--- src/rtl/pport_pkg.sv ---
package pport_pkg;

    localparam int PP_W   = 8;
    localparam int PP_NIB = PP_W / 2;

    // Handshake positions on port C (decoded by the peripheral side)
    localparam int B_INTR_BIT = 0;
    localparam int B_BUF_BIT  = 1;
    localparam int B_LINE_BIT = 2;
    localparam int A_INTR_BIT = 3;
    localparam int A_STB_BIT  = 4;
    localparam int A_IBF_BIT  = 5;
    localparam int A_ACK_BIT  = 6;
    localparam int A_OBF_BIT  = 7;

    // Synchronizer lane order
    localparam int SY_B    = 0;
    localparam int SY_ASTB = 1;
    localparam int SY_AACK = 2;
    localparam int SY_N    = 3;

    typedef enum logic [1:0] {
        SEL_A   = 2'b00,
        SEL_B   = 2'b01,
        SEL_C   = 2'b10,
        SEL_CTL = 2'b11
    } pport_sel_e;

    typedef struct packed {
        logic [1:0] a_mode;
        logic       a_in;
        logic       cu_in;
        logic       b_mode;
        logic       b_in;
        logic       cl_in;
    } pport_cfg_t;

    localparam pport_cfg_t PPORT_CFG_RST = '{
        a_mode: 2'b00, a_in: 1'b1, cu_in: 1'b1,
        b_mode: 1'b0,  b_in: 1'b1, cl_in: 1'b1
    };

endpackage

--- src/rtl/pport_sync.sv ---
module pport_sync #(
    parameter int N = 3
) (
    input  logic         clk,
    input  logic         rst,
    input  logic [N-1:0] raw,
    output logic [N-1:0] lvl,
    output logic [N-1:0] fall
);
    typedef struct packed {
        logic [N-1:0] s1;
        logic [N-1:0] s2;
        logic [N-1:0] s3;
    } sync_t;

    sync_t st_d, st_q;

    always_comb begin
        st_d    = st_q;
        st_d.s1 = raw;
        st_d.s2 = st_q.s1;
        st_d.s3 = st_q.s2;
    end

    always_ff @(posedge clk or posedge rst) begin
        if (rst) st_q <= '{s1: '1, s2: '1, s3: '1};
        else     st_q <= st_d;
    end

    for (genvar i = 0; i < N; i++) begin : g_lane
        assign lvl[i]  = st_q.s2[i];
        assign fall[i] = st_q.s3[i] & ~st_q.s2[i];
    end
endmodule

--- src/rtl/pport_host.sv ---
module pport_host (
    input  logic       clk,
    input  logic       rst,
    input  logic       cs_n,
    input  logic [1:0] addr,
    input  logic       rd_n,
    input  logic       wr_n,
    output logic [3:0] wr_sel,
    output logic [1:0] rd_sel
);
    typedef struct packed {
        logic rd_prev;
        logic wr_prev;
    } host_t;

    host_t hs_d, hs_q;
    logic  wr_fall, rd_fall;

    always_comb begin
        hs_d         = hs_q;
        hs_d.rd_prev = rd_n | cs_n;
        hs_d.wr_prev = wr_n | cs_n;
    end

    always_ff @(posedge clk or posedge rst) begin
        if (rst) hs_q <= '{rd_prev: 1'b1, wr_prev: 1'b1};
        else     hs_q <= hs_d;
    end

    assign wr_fall = hs_q.wr_prev & ~wr_n & ~cs_n;
    assign rd_fall = hs_q.rd_prev & ~rd_n & ~cs_n;

    for (genvar i = 0; i < 4; i++) begin : g_wr
        assign wr_sel[i] = wr_fall & (addr == 2'(i));
    end
    for (genvar j = 0; j < 2; j++) begin : g_rd
        assign rd_sel[j] = rd_fall & (addr == 2'(j));
    end
endmodule

--- src/rtl/pport_hs.sv ---
module pport_hs #(
    parameter int W = 8
) (
    input  logic         clk,
    input  logic         rst,
    input  logic         clr,
    input  logic         hs_en,
    input  logic         is_in,
    input  logic [W-1:0] pin_data,
    input  logic [W-1:0] host_wdata,
    input  logic         host_wr,
    input  logic         host_rd,
    input  logic         line_fall,
    input  logic         line_lvl,
    input  logic         inte_in_set,
    input  logic         inte_out_set,
    input  logic         inte_val,
    output logic [W-1:0] lat,
    output logic         ibf,
    output logic         obf_n,
    output logic         intr,
    output logic         inte_in,
    output logic         inte_out
);
    typedef struct packed {
        logic [W-1:0] lat;
        logic         ibf;
        logic         obf_n;
        logic         intr;
        logic         inte_in;
        logic         inte_out;
    } chan_t;

    localparam chan_t CHAN_RST = '{lat: '0, ibf: 1'b0, obf_n: 1'b1,
                                   intr: 1'b0, inte_in: 1'b0, inte_out: 1'b0};

    chan_t ch_d, ch_q;

    always_comb begin
        ch_d = ch_q;
        if (host_wr && !is_in) ch_d.lat = host_wdata;
        if (hs_en && is_in) begin
            // a new strobe beats a concurrent read
            if (line_fall) begin
                ch_d.lat = pin_data;
                ch_d.ibf = 1'b1;
            end else if (host_rd) begin
                ch_d.ibf = 1'b0;
            end
        end
        if (hs_en && !is_in) begin
            // a new write beats a concurrent acknowledge
            if (host_wr)        ch_d.obf_n = 1'b0;
            else if (line_fall) ch_d.obf_n = 1'b1;
        end
        if (inte_in_set)  ch_d.inte_in  = inte_val;
        if (inte_out_set) ch_d.inte_out = inte_val;
        if (clr) ch_d = CHAN_RST;
        ch_d.intr = hs_en & (is_in ? (ch_d.inte_in & ch_d.ibf & line_lvl)
                                   : (ch_d.inte_out & ch_d.obf_n & line_lvl));
    end

    always_ff @(posedge clk or posedge rst) begin
        if (rst) ch_q <= CHAN_RST;
        else     ch_q <= ch_d;
    end

    assign lat      = ch_q.lat;
    assign ibf      = ch_q.ibf;
    assign obf_n    = ch_q.obf_n;
    assign intr     = ch_q.intr;
    assign inte_in  = ch_q.inte_in;
    assign inte_out = ch_q.inte_out;
endmodule

--- src/rtl/pport_ctrl.sv ---
module pport_ctrl
    import pport_pkg::*;
(
    input  logic            clk,
    input  logic            rst,
    input  logic            cs_n,
    input  logic [1:0]      addr,
    input  logic            rd_n,
    input  logic            wr_n,
    input  logic [PP_W-1:0] din,
    output logic [PP_W-1:0] dout,
    input  logic [PP_W-1:0] pa_in,
    output logic [PP_W-1:0] pa_out,
    output logic [PP_W-1:0] pa_oe,
    input  logic [PP_W-1:0] pb_in,
    output logic [PP_W-1:0] pb_out,
    output logic [PP_W-1:0] pb_oe,
    input  logic [PP_W-1:0] pc_in,
    output logic [PP_W-1:0] pc_out,
    output logic [PP_W-1:0] pc_oe
);
    typedef struct packed {
        pport_cfg_t      cfg;
        logic [PP_W-1:0] pc_lat;
    } top_t;

    top_t tp_d, tp_q;

    logic [3:0]      wr_sel;
    logic [1:0]      rd_sel;
    logic            mode_wr, bsr_wr;
    logic            a_m1, a_m1_in, a_m1_out, b_m1;
    logic [SY_N-1:0] sy_raw, sy_lvl, sy_fall;
    logic [PP_W-1:0] a_lat, b_lat;
    logic            a_ibf, a_obf_n, a_intr, a_ie_in, a_ie_out;
    logic            b_ibf, b_obf_n, b_intr, b_ie_in, b_ie_out;
    logic            a_line_fall, a_line_lvl;
    logic [PP_W-1:0] base_oe, pc_rd;

    pport_host u_host (
        .clk(clk), .rst(rst), .cs_n(cs_n), .addr(addr),
        .rd_n(rd_n), .wr_n(wr_n), .wr_sel(wr_sel), .rd_sel(rd_sel)
    );

    assign mode_wr = wr_sel[SEL_CTL] & din[7];
    assign bsr_wr  = wr_sel[SEL_CTL] & ~din[7];

    assign a_m1     = (tp_q.cfg.a_mode == 2'b01);
    assign a_m1_in  = a_m1 & tp_q.cfg.a_in;
    assign a_m1_out = a_m1 & ~tp_q.cfg.a_in;
    assign b_m1     = tp_q.cfg.b_mode;

    always_comb begin
        tp_d = tp_q;
        if (mode_wr) begin
            tp_d.cfg.a_mode = din[6:5];
            tp_d.cfg.a_in   = din[4];
            tp_d.cfg.cu_in  = din[3];
            tp_d.cfg.b_mode = din[2];
            tp_d.cfg.b_in   = din[1];
            tp_d.cfg.cl_in  = din[0];
            tp_d.pc_lat     = '0;
        end else if (bsr_wr) begin
            tp_d.pc_lat[din[3:1]] = din[0];
        end else if (wr_sel[SEL_C]) begin
            tp_d.pc_lat = din;
        end
    end

    always_ff @(posedge clk or posedge rst) begin
        if (rst) tp_q <= '{cfg: PPORT_CFG_RST, pc_lat: '0};
        else     tp_q <= tp_d;
    end

    // handshake line synchronizers
    assign sy_raw[SY_B]    = pc_in[B_LINE_BIT];
    assign sy_raw[SY_ASTB] = pc_in[A_STB_BIT];
    assign sy_raw[SY_AACK] = pc_in[A_ACK_BIT];

    pport_sync #(.N(SY_N)) u_sync (
        .clk(clk), .rst(rst), .raw(sy_raw), .lvl(sy_lvl), .fall(sy_fall)
    );

    assign a_line_fall = tp_q.cfg.a_in ? sy_fall[SY_ASTB] : sy_fall[SY_AACK];
    assign a_line_lvl  = tp_q.cfg.a_in ? sy_lvl[SY_ASTB]  : sy_lvl[SY_AACK];

    pport_hs #(.W(PP_W)) u_chan_a (
        .clk(clk), .rst(rst), .clr(mode_wr), .hs_en(a_m1), .is_in(tp_q.cfg.a_in),
        .pin_data(pa_in), .host_wdata(din), .host_wr(wr_sel[SEL_A]), .host_rd(rd_sel[SEL_A]),
        .line_fall(a_line_fall), .line_lvl(a_line_lvl),
        .inte_in_set(bsr_wr && din[3:1] == 3'(A_STB_BIT)),
        .inte_out_set(bsr_wr && din[3:1] == 3'(A_ACK_BIT)),
        .inte_val(din[0]),
        .lat(a_lat), .ibf(a_ibf), .obf_n(a_obf_n), .intr(a_intr),
        .inte_in(a_ie_in), .inte_out(a_ie_out)
    );

    pport_hs #(.W(PP_W)) u_chan_b (
        .clk(clk), .rst(rst), .clr(mode_wr), .hs_en(b_m1), .is_in(tp_q.cfg.b_in),
        .pin_data(pb_in), .host_wdata(din), .host_wr(wr_sel[SEL_B]), .host_rd(rd_sel[SEL_B]),
        .line_fall(sy_fall[SY_B]), .line_lvl(sy_lvl[SY_B]),
        .inte_in_set(bsr_wr && din[3:1] == 3'(B_LINE_BIT)),
        .inte_out_set(bsr_wr && din[3:1] == 3'(B_LINE_BIT)),
        .inte_val(din[0]),
        .lat(b_lat), .ibf(b_ibf), .obf_n(b_obf_n), .intr(b_intr),
        .inte_in(b_ie_in), .inte_out(b_ie_out)
    );

    // port C lane assignment: plain nibbles first, handshake overrides
    assign base_oe = {{PP_NIB{~tp_q.cfg.cu_in}}, {PP_NIB{~tp_q.cfg.cl_in}}};

    always_comb begin
        pc_out = tp_q.pc_lat;
        pc_oe  = base_oe;
        pc_rd  = (tp_q.pc_lat & base_oe) | (pc_in & ~base_oe);
        if (a_m1_in) begin
            pc_out[A_INTR_BIT] = a_intr;   pc_oe[A_INTR_BIT] = 1'b1; pc_rd[A_INTR_BIT] = a_intr;
            pc_out[A_IBF_BIT]  = a_ibf;    pc_oe[A_IBF_BIT]  = 1'b1; pc_rd[A_IBF_BIT]  = a_ibf;
            pc_oe[A_STB_BIT]   = 1'b0;     pc_rd[A_STB_BIT]  = a_ie_in;
        end
        if (a_m1_out) begin
            pc_out[A_INTR_BIT] = a_intr;   pc_oe[A_INTR_BIT] = 1'b1; pc_rd[A_INTR_BIT] = a_intr;
            pc_out[A_OBF_BIT]  = a_obf_n;  pc_oe[A_OBF_BIT]  = 1'b1; pc_rd[A_OBF_BIT]  = a_obf_n;
            pc_oe[A_ACK_BIT]   = 1'b0;     pc_rd[A_ACK_BIT]  = a_ie_out;
        end
        if (b_m1) begin
            pc_out[B_INTR_BIT] = b_intr;   pc_oe[B_INTR_BIT] = 1'b1; pc_rd[B_INTR_BIT] = b_intr;
            pc_out[B_BUF_BIT]  = tp_q.cfg.b_in ? b_ibf : b_obf_n;
            pc_oe[B_BUF_BIT]   = 1'b1;
            pc_rd[B_BUF_BIT]   = tp_q.cfg.b_in ? b_ibf : b_obf_n;
            pc_oe[B_LINE_BIT]  = 1'b0;
            pc_rd[B_LINE_BIT]  = tp_q.cfg.b_in ? b_ie_in : b_ie_out;
        end
    end

    always_comb begin
        dout = '0;
        if (!cs_n && !rd_n) begin
            case (pport_sel_e'(addr))
                SEL_A:   dout = (tp_q.cfg.a_in && !a_m1) ? pa_in : a_lat;
                SEL_B:   dout = (tp_q.cfg.b_in && !b_m1) ? pb_in : b_lat;
                SEL_C:   dout = pc_rd;
                default: dout = '0;
            endcase
        end
    end

    assign pa_out = a_lat;
    assign pa_oe  = {PP_W{~tp_q.cfg.a_in}};
    assign pb_out = b_lat;
    assign pb_oe  = {PP_W{~tp_q.cfg.b_in}};
endmodule

--- config.mk ---
export PLATFORM = sky130hd
export DESIGN_NAME = pport_ctrl
export DESIGN_NICKNAME = d
export VERILOG_FILES = /design/src/rtl/pport_pkg.sv /design/src/rtl/pport_sync.sv /design/src/rtl/pport_host.sv /design/src/rtl/pport_hs.sv /design/src/rtl/pport_ctrl.sv
export SDC_FILE = /design/constraint.sdc
export NUM_CORES = 1
export LEC_CHECK = 0
export BUFFER_PORTS_ARGS = -buffer_cell sky130_fd_sc_hd__buf_4
export CAP_MARGIN = 20
export CORE_MARGIN = 2
export CORE_UTILIZATION = 57
export DETAILED_ROUTE_END_ITERATION = 10
export GPL_ROUTABILITY_DRIVEN = 0
export GPL_TIMING_DRIVEN = 0
export PLACE_DENSITY_LB_ADDON = 0.15
export SYNTH_ARGS = -nofsm -noshare
export SYNTH_HDL_FRONTEND = slang
export SYNTH_HIERARCHICAL = 1
export SYNTH_SLANG_ARGS = --single-unit
--- constraint.sdc ---
create_clock -name clk -period 6.4 [get_ports clk]
set_input_delay 0.32 -clock clk [delete_from_list [all_inputs] [get_ports clk]]
set_output_delay 0.32 -clock clk [all_outputs]
set_load 0.01 [all_outputs]
## Word level (Yosys, flattened, before mapping)

Index checks and enable logic that the tools add are counted.

| word-level totals | value |
|---|---|
| flip-flop bits (word level) | 52 |
| bits of input ports | 39 |
| memory bits (read-only) | 0 |
| RAM bits | 0 |
| bits in latches | 0 |
| memories | 0 |
| word-level logic and storage cells | 149 |

| cells by class | value |
|---|---|
| equality and inequality tests | 7 |
| bitwise gates (word level) | 44 |
| shift operators | 0 |
| mux-type cells | 51 |
| order comparisons | 2 |
| $add $sub $neg | 0 |
| multipliers | 0 |
| divide/modulo/power cells | 0 |
| reductions and logical operators | 21 |

Operators by type and width:

| kind | count |
|---|---|
| 8-bit 2-to-1 mux | 10 |
| 1-bit AND | 27 |
| 1-bit 2-to-1 mux | 27 |
| 13-bit 2-to-1 mux | 2 |
| 8-bit case mux with 3 select lines | 1 |
| 9-bit 2-to-1 mux | 2 |
| 8-bit AND | 2 |
| 1-bit logical AND | 13 |
| 3-bit 2-to-1 mux | 4 |
| 1-bit NOT | 11 |
| 8-bit bitwise mux | 1 |
| 8-bit NOT | 1 |
| 8-bit bitwise OR | 1 |
| 3-bit equality test, second input constant | 2 |
| 1-bit zero test | 6 |
| 2-bit 2-to-1 mux | 3 |
| 2-bit by 1-bit equality test with 1-bit output, second input constant | 2 |
| 2-bit equality test, second input constant | 2 |
| 3-bit by 4-bit < comparator with 1-bit output, second input constant | 1 |
| 1-bit demux with 3-bit select | 1 |
| 3-bit by 2-bit equality test with 1-bit output, second input constant | 1 |
| 3-bit by 1-bit >= comparator with 1-bit output, second input constant | 1 |
| 3-bit nonzero test | 1 |
| 2-bit zero test | 1 |
| 1-bit bitwise OR | 2 |

## Logic depth before layout (Yosys ltp)

| logic depth | value |
|---|---|
| word-level depth | 13 |
| gate-level depth with buffers | 7 |

## Modules after synthesis

The synthesis kept the hierarchy.

Modules (own cells, without submodules):

| module | area an instance (um2) | cells each | times used |
|---|---|---|---|
| pport_ctrl | 1606.5 | 209 | 1 |
| pport_hs | 638.1 | 58 | 2 |
| pport_sync | 304.0 | 16 | 1 |
| pport_host | 151.4 | 16 | 1 |

## Worst setup path before layout

No wires, ideal clock.

| path | value |
|---|---|
| kind | flip-flop to flip-flop |
| start | reg u_host/hs_q[0] (netlist name) |
| end | reg u_chan_a.ch_q, in the netlist u_chan_a/intr |
| setup slack | 4.239 ns |
| cell stages (with the launch flop) | 8 |
| period minus slack after synthesis | 2.161 ns |
| data required time | 6.320 ns |
| arrival time | 2.082 ns |
| library setup time | 0.080 ns |
| path buffers | 0 |
| cells stage by stage | dfstp_2 > nand3b_1 > nor2_1 > nand3b_1 > nor3_1 > mux2i_1 > or4b_4 > o22ai_2 |

RTL lines:

| element | RTL line | source |
|---|---|---|
| from (decl) | pport_host.sv:16 | `host_t hs_d, hs_q;` |
| from (signal assigned) | pport_host.sv:26 | `if (rst) hs_q <= '{rd_prev: 1'b1, wr_prev: 1'b1};` |
| from (signal assigned) | pport_host.sv:27 | `else hs_q <= hs_d;` |
| to (signal assigned) | pport_hs.sv:65 | `else ch_q <= ch_d;` |
| to (decl) | pport_hs.sv:37 | `chan_t ch_d, ch_q;` |

==> run summary <==
The post-detailed-route count of antenna-violating nets is 0. The worst register-to-register path begins at u_host/hs_q[0]$_DFF_PP1_. The critical path ends at u_chan_a/intr$_DFF_PP0_. Max-cap violations in this run came to 0. The transition time at the pin with the least slew margin is roughly 650 ps. The worst reg-to-reg path cell count is 7.

The signal arrival time at the worst endpoint came out at about 2900 ps. Post-CTS repair changed the size of 0 cells. The required time reported for the critical path endpoint came out at ~6600 ps. In this run the tightest slew margin relative to its limit is 0.565. The post-synthesis cell area came out at 3340 µm². In the synthesized netlist the dominant register cell turns out to be dfrtp_1.

The count of input and output buffers is 94. The average routed wire per standard cell is 18.3 µm. The cell that appears most often on the critical path is nand3b_1. The critical setup path kind is register to register.

The setup clock skew after layout came out at 7.83 ps. The clock-pin slew on the worst setup and hold paths came out at roughly 90 ps. STA classifies the critical path endpoint as a register.

The total wirelength of the detailed-routed design came out at roughly 10 mm. The total power consumption of the routed design is roughly 1.3 mW. The worst register-to-register path ends at u_chan_a/intr$_DFF_PP0_. The flop and latch count out of synthesis came out at 52. TritonCTS built the clock tree.

The number of DRC markers in iteration 0 is between 300 and 400. The most critical setup path has its startpoint at u_host/hs_q[0]$_DFF_PP1_. The total leakage power is 2.01 nW.

The die extent in x came out at 80.5 µm. The DRC violation count after routing came out at 0. The number of stages on the worst setup path came out at 7. The source-to-sink clock delay at the later pin of the worst-skew pair is 310 ps. The setup slack after layout is ~3800 ps. Setup repair after global routing left no endpoint under its margin. The number of antenna violations at the first check in global routing is 0. The final total negative setup slack is 0 ps. Walking the worst path, the cells encountered are nand3b_1, nor2_1, nand3b_1, nor3_1, mux2i_1, or4b_4, o22ai_2. The first global-routing pass estimated roughly 15 mm of wire. Sorting the synthesized cells by area gives the leading types as dfrtp_1 26%, dfstp_2 13%, mux2i_1 8.4%. The largest voltage drop on the vdd net came out at around 0.00020 V. The full die area is between 6000 and 7000 µm². In this design, the largest share of critical-path delay is due to simple AND/OR/NAND/NOR gates. Setup violations remaining at the end of the flow were counted as 0. The minimum setup slack after placement is around 3800 ps. The final period demand of the worst path came out at roughly 2600 ps. The hold violation total from the final report came out at 0. The biggest area contributor in the post-synthesis netlist is dfrtp_1. Power spread over the standard cell area amounts to 310 nW/µm². The sequential share of the synthesized area came out at 0.396. The slowest stage cell on the critical path is dfstp_2. The floorplan step set the die height to roughly 80 µm. The most common library cell in the layout ignoring fill and taps is buf_4. The area of the placeable core is 5570 µm². The overall overflow remaining after global route is 0. The first detailed-routing pass took 5 iterations. The sum of net half-perimeters after detailed placement came out at around 7.3 mm.

The count of cell types in the netlist is 50. The number of nets in the synthesized netlist is 396. Leaving out fill and tap cells, the most frequent cells in the layout are 115 x buf_4, 36 x nand2_1, 35 x dfrtp_1. The share of final-layout standard cells stronger than drive strength 1 is 0.390.

The highest fanout seen on the critical path came out at 8. The count of flip-flops with a built-in enable after synthesis is 0. The critical path's largest stage delay is 540 ps. The startpoint type of the worst setup path is a register.

The critical path contains buffers and inverters numbering 0 combined. The flow ran to the end, and the final reports show no timing, DRC or antenna violations. The number of instances in the synthesized netlist came out at between 300 and 400.

The vias after detailed routing is about 3.1k. Entering global routing, the biggest net connects 20 pins. The period utilization is 0.413. The number of H-tree levels came out at 2. The clock sink total is 52. Relative to the synthesized area, the layout overhead comes to 26.5%. The via count of the first global-routing pass is between 3k and 4k. The final-report max-slew violation count is 0. The number of core rows came out at 27. The placed instances occupy a cell area of between 4000 and 5000 µm². 0 antenna diodes ended up in the layout. The number of vias per cell after detailed routing is 5.90. The maximum buffer depth of the clock tree is 2. The final instance area is about 4200 µm². TritonCTS created 5 clock buffers. The share of flip-flops with an asynchronous set or reset after synthesis came out at 1.00. The number of nets at the end of the flow is 497. The cell sitting at the root of the clock tree is a clkbuf_8. The post-synthesis average cell area came out at ~9.4 µm². The hold-fix buffer count after cts came out at 0. The share of synthesized area in the top cell type comes to 0.262. The maximum clock rate came out at 378 MHz. The tightest min-delay check is of the primary input to async pin type. The buffers inserted during post-CTS setup optimization came out at 0. The Yosys step of the flow raised 6 warnings. The effective utilization at floorplan is 0.599. The setup check on the worst reg-to-reg path leaves a slack of approximately 3800 ps. The number of primary I/O pins is 95. Across every metal layer, demand over resource in global routing totals 0.316.
## per-stage QoR
stage / instances / hold WS [ps] / utilization
2_1_floorplan: 357 / 196 / -
3_3_place_gp: 523 / 346 / 0.742
3_5_place_dp: 523 / 349 / 0.742
4_1_cts: 531 / 53.2 / 0.758
5_1_grt: 531 / 63.5 / 0.758
6_report: 531 / 51.9 / 0.758
## Yosys cell counts (6+ instances only)
| library cell | instances |
|---|---|
| or3_1 | 6 |
| o21ai_0 | 15 |
| nor2_1 | 31 |
| inv_1 | 12 |
| o211ai_1 | 7 |
| clkbuf_1 | 10 |
| nand2b_1 | 10 |
| mux2i_1 | 28 |
| buf_4 | 21 |
| mux2_2 | 12 |
| a21oi_1 | 7 |
| dfrtp_1 | 35 |
| a211oi_1 | 17 |
| a31o_1 | 7 |
| nand2_1 | 36 |
| dfstp_2 | 17 |
| buf_2 | 7 |
| nor3_1 | 12 |
## cells by family (layout without fill, tap and decap cells)
| logic type | Yosys count | in the layout | share of synthesized area |
|---|---|---|---|
| compound gates | 77 | 77 | 0.163 |
| buf+inv | 55 | 157 | 0.0952 |
| flops | 52 | 52 | 0.396 |
| simple gates | 133 | 133 | 0.221 |
| mux | 40 | 40 | 0.124 |
## registers in the layout, summed over array words and instances (netlist names)
| name | flops |
|---|---|
| u_chan_b/obf_n | 1 |
| u_chan_a/inte_in | 1 |
| u_chan_b/inte_out | 1 |
| u_chan_a/intr | 1 |
| u_chan_a/obf_n | 1 |
| u_chan_b/lat | 8 |
| u_chan_a/lat | 8 |
| tp_q | 11 |
| u_sync/st_d | 3 |
| u_chan_b/intr | 1 |
| u_chan_a/inte_out | 1 |
| u_host/hs_q | 2 |
| pc_out | 3 |
| u_chan_a/ibf | 1 |
| u_sync/st_q | 3 |
| u_chan_b/ibf | 1 |
| u_chan_b/inte_in | 1 |
| b_m1 | 1 |
| u_sync/lvl | 3 |
## layer usage
layer / GRT usage / vias to the layer above / part of all wire
met3: 0.0427 / 24 / 0.074
met4: 0.114 / 0 / 0.027
li1: - / 1464 / -
met1: 0.430 / 1485 / 0.42
met2: 0.517 / 162 / 0.48
met5: 0 / - / 0
## worst register-to-register path, stage by stage (launching register included)
cell	delay, ps
dfstp_2	540
nand3b_1	120
nor2_1	440
nand3b_1	270
nor3_1	360
mux2i_1	170
or4b_4	540
o22ai_2	130
## cell type report
| cell class | count | area, µm² |
|---|---|---|
| multi-input cells | 250 | 1700 |
| fillers | 424 | 1350 |
| flip-flops and latches | 52 | 1320 |
| repair buffers | 94 | 706 |
| plain buffers | 42 | 269 |
| clock buffers | 8 | 90.1 |
| well taps | 72 | 90.1 |
| inverters | 13 | 48.8 |
## worst min-delay path by stage
stage | start | endpoint | cells after the start
CTS | rst | u_host/hs_q[1]$_DFF_PP1_ | 2
floorplan | rst | u_chan_a/ibf$_DFF_PP0_ | 1
global placement | u_sync/st_d[4]$_DFF_PP1_ | u_sync/lvl[1]$_DFF_PP1_ | 0
global route | rst | u_host/hs_q[1]$_DFF_PP1_ | 2
finish | rst | u_host/hs_q[1]$_DFF_PP1_ | 2
detailed placement | u_sync/st_d[4]$_DFF_PP1_ | u_sync/lvl[1]$_DFF_PP1_ | 0
## report_power, final
part | internal [mW] | switching (mW)
Sequential | 0.428 | 0.0842
Combinational | 0.311 | 0.287
Clock | 0.0885 | 0.109
Total | 0.828 | 0.481
Note: power is estimated with default switching activity, not from simulation.
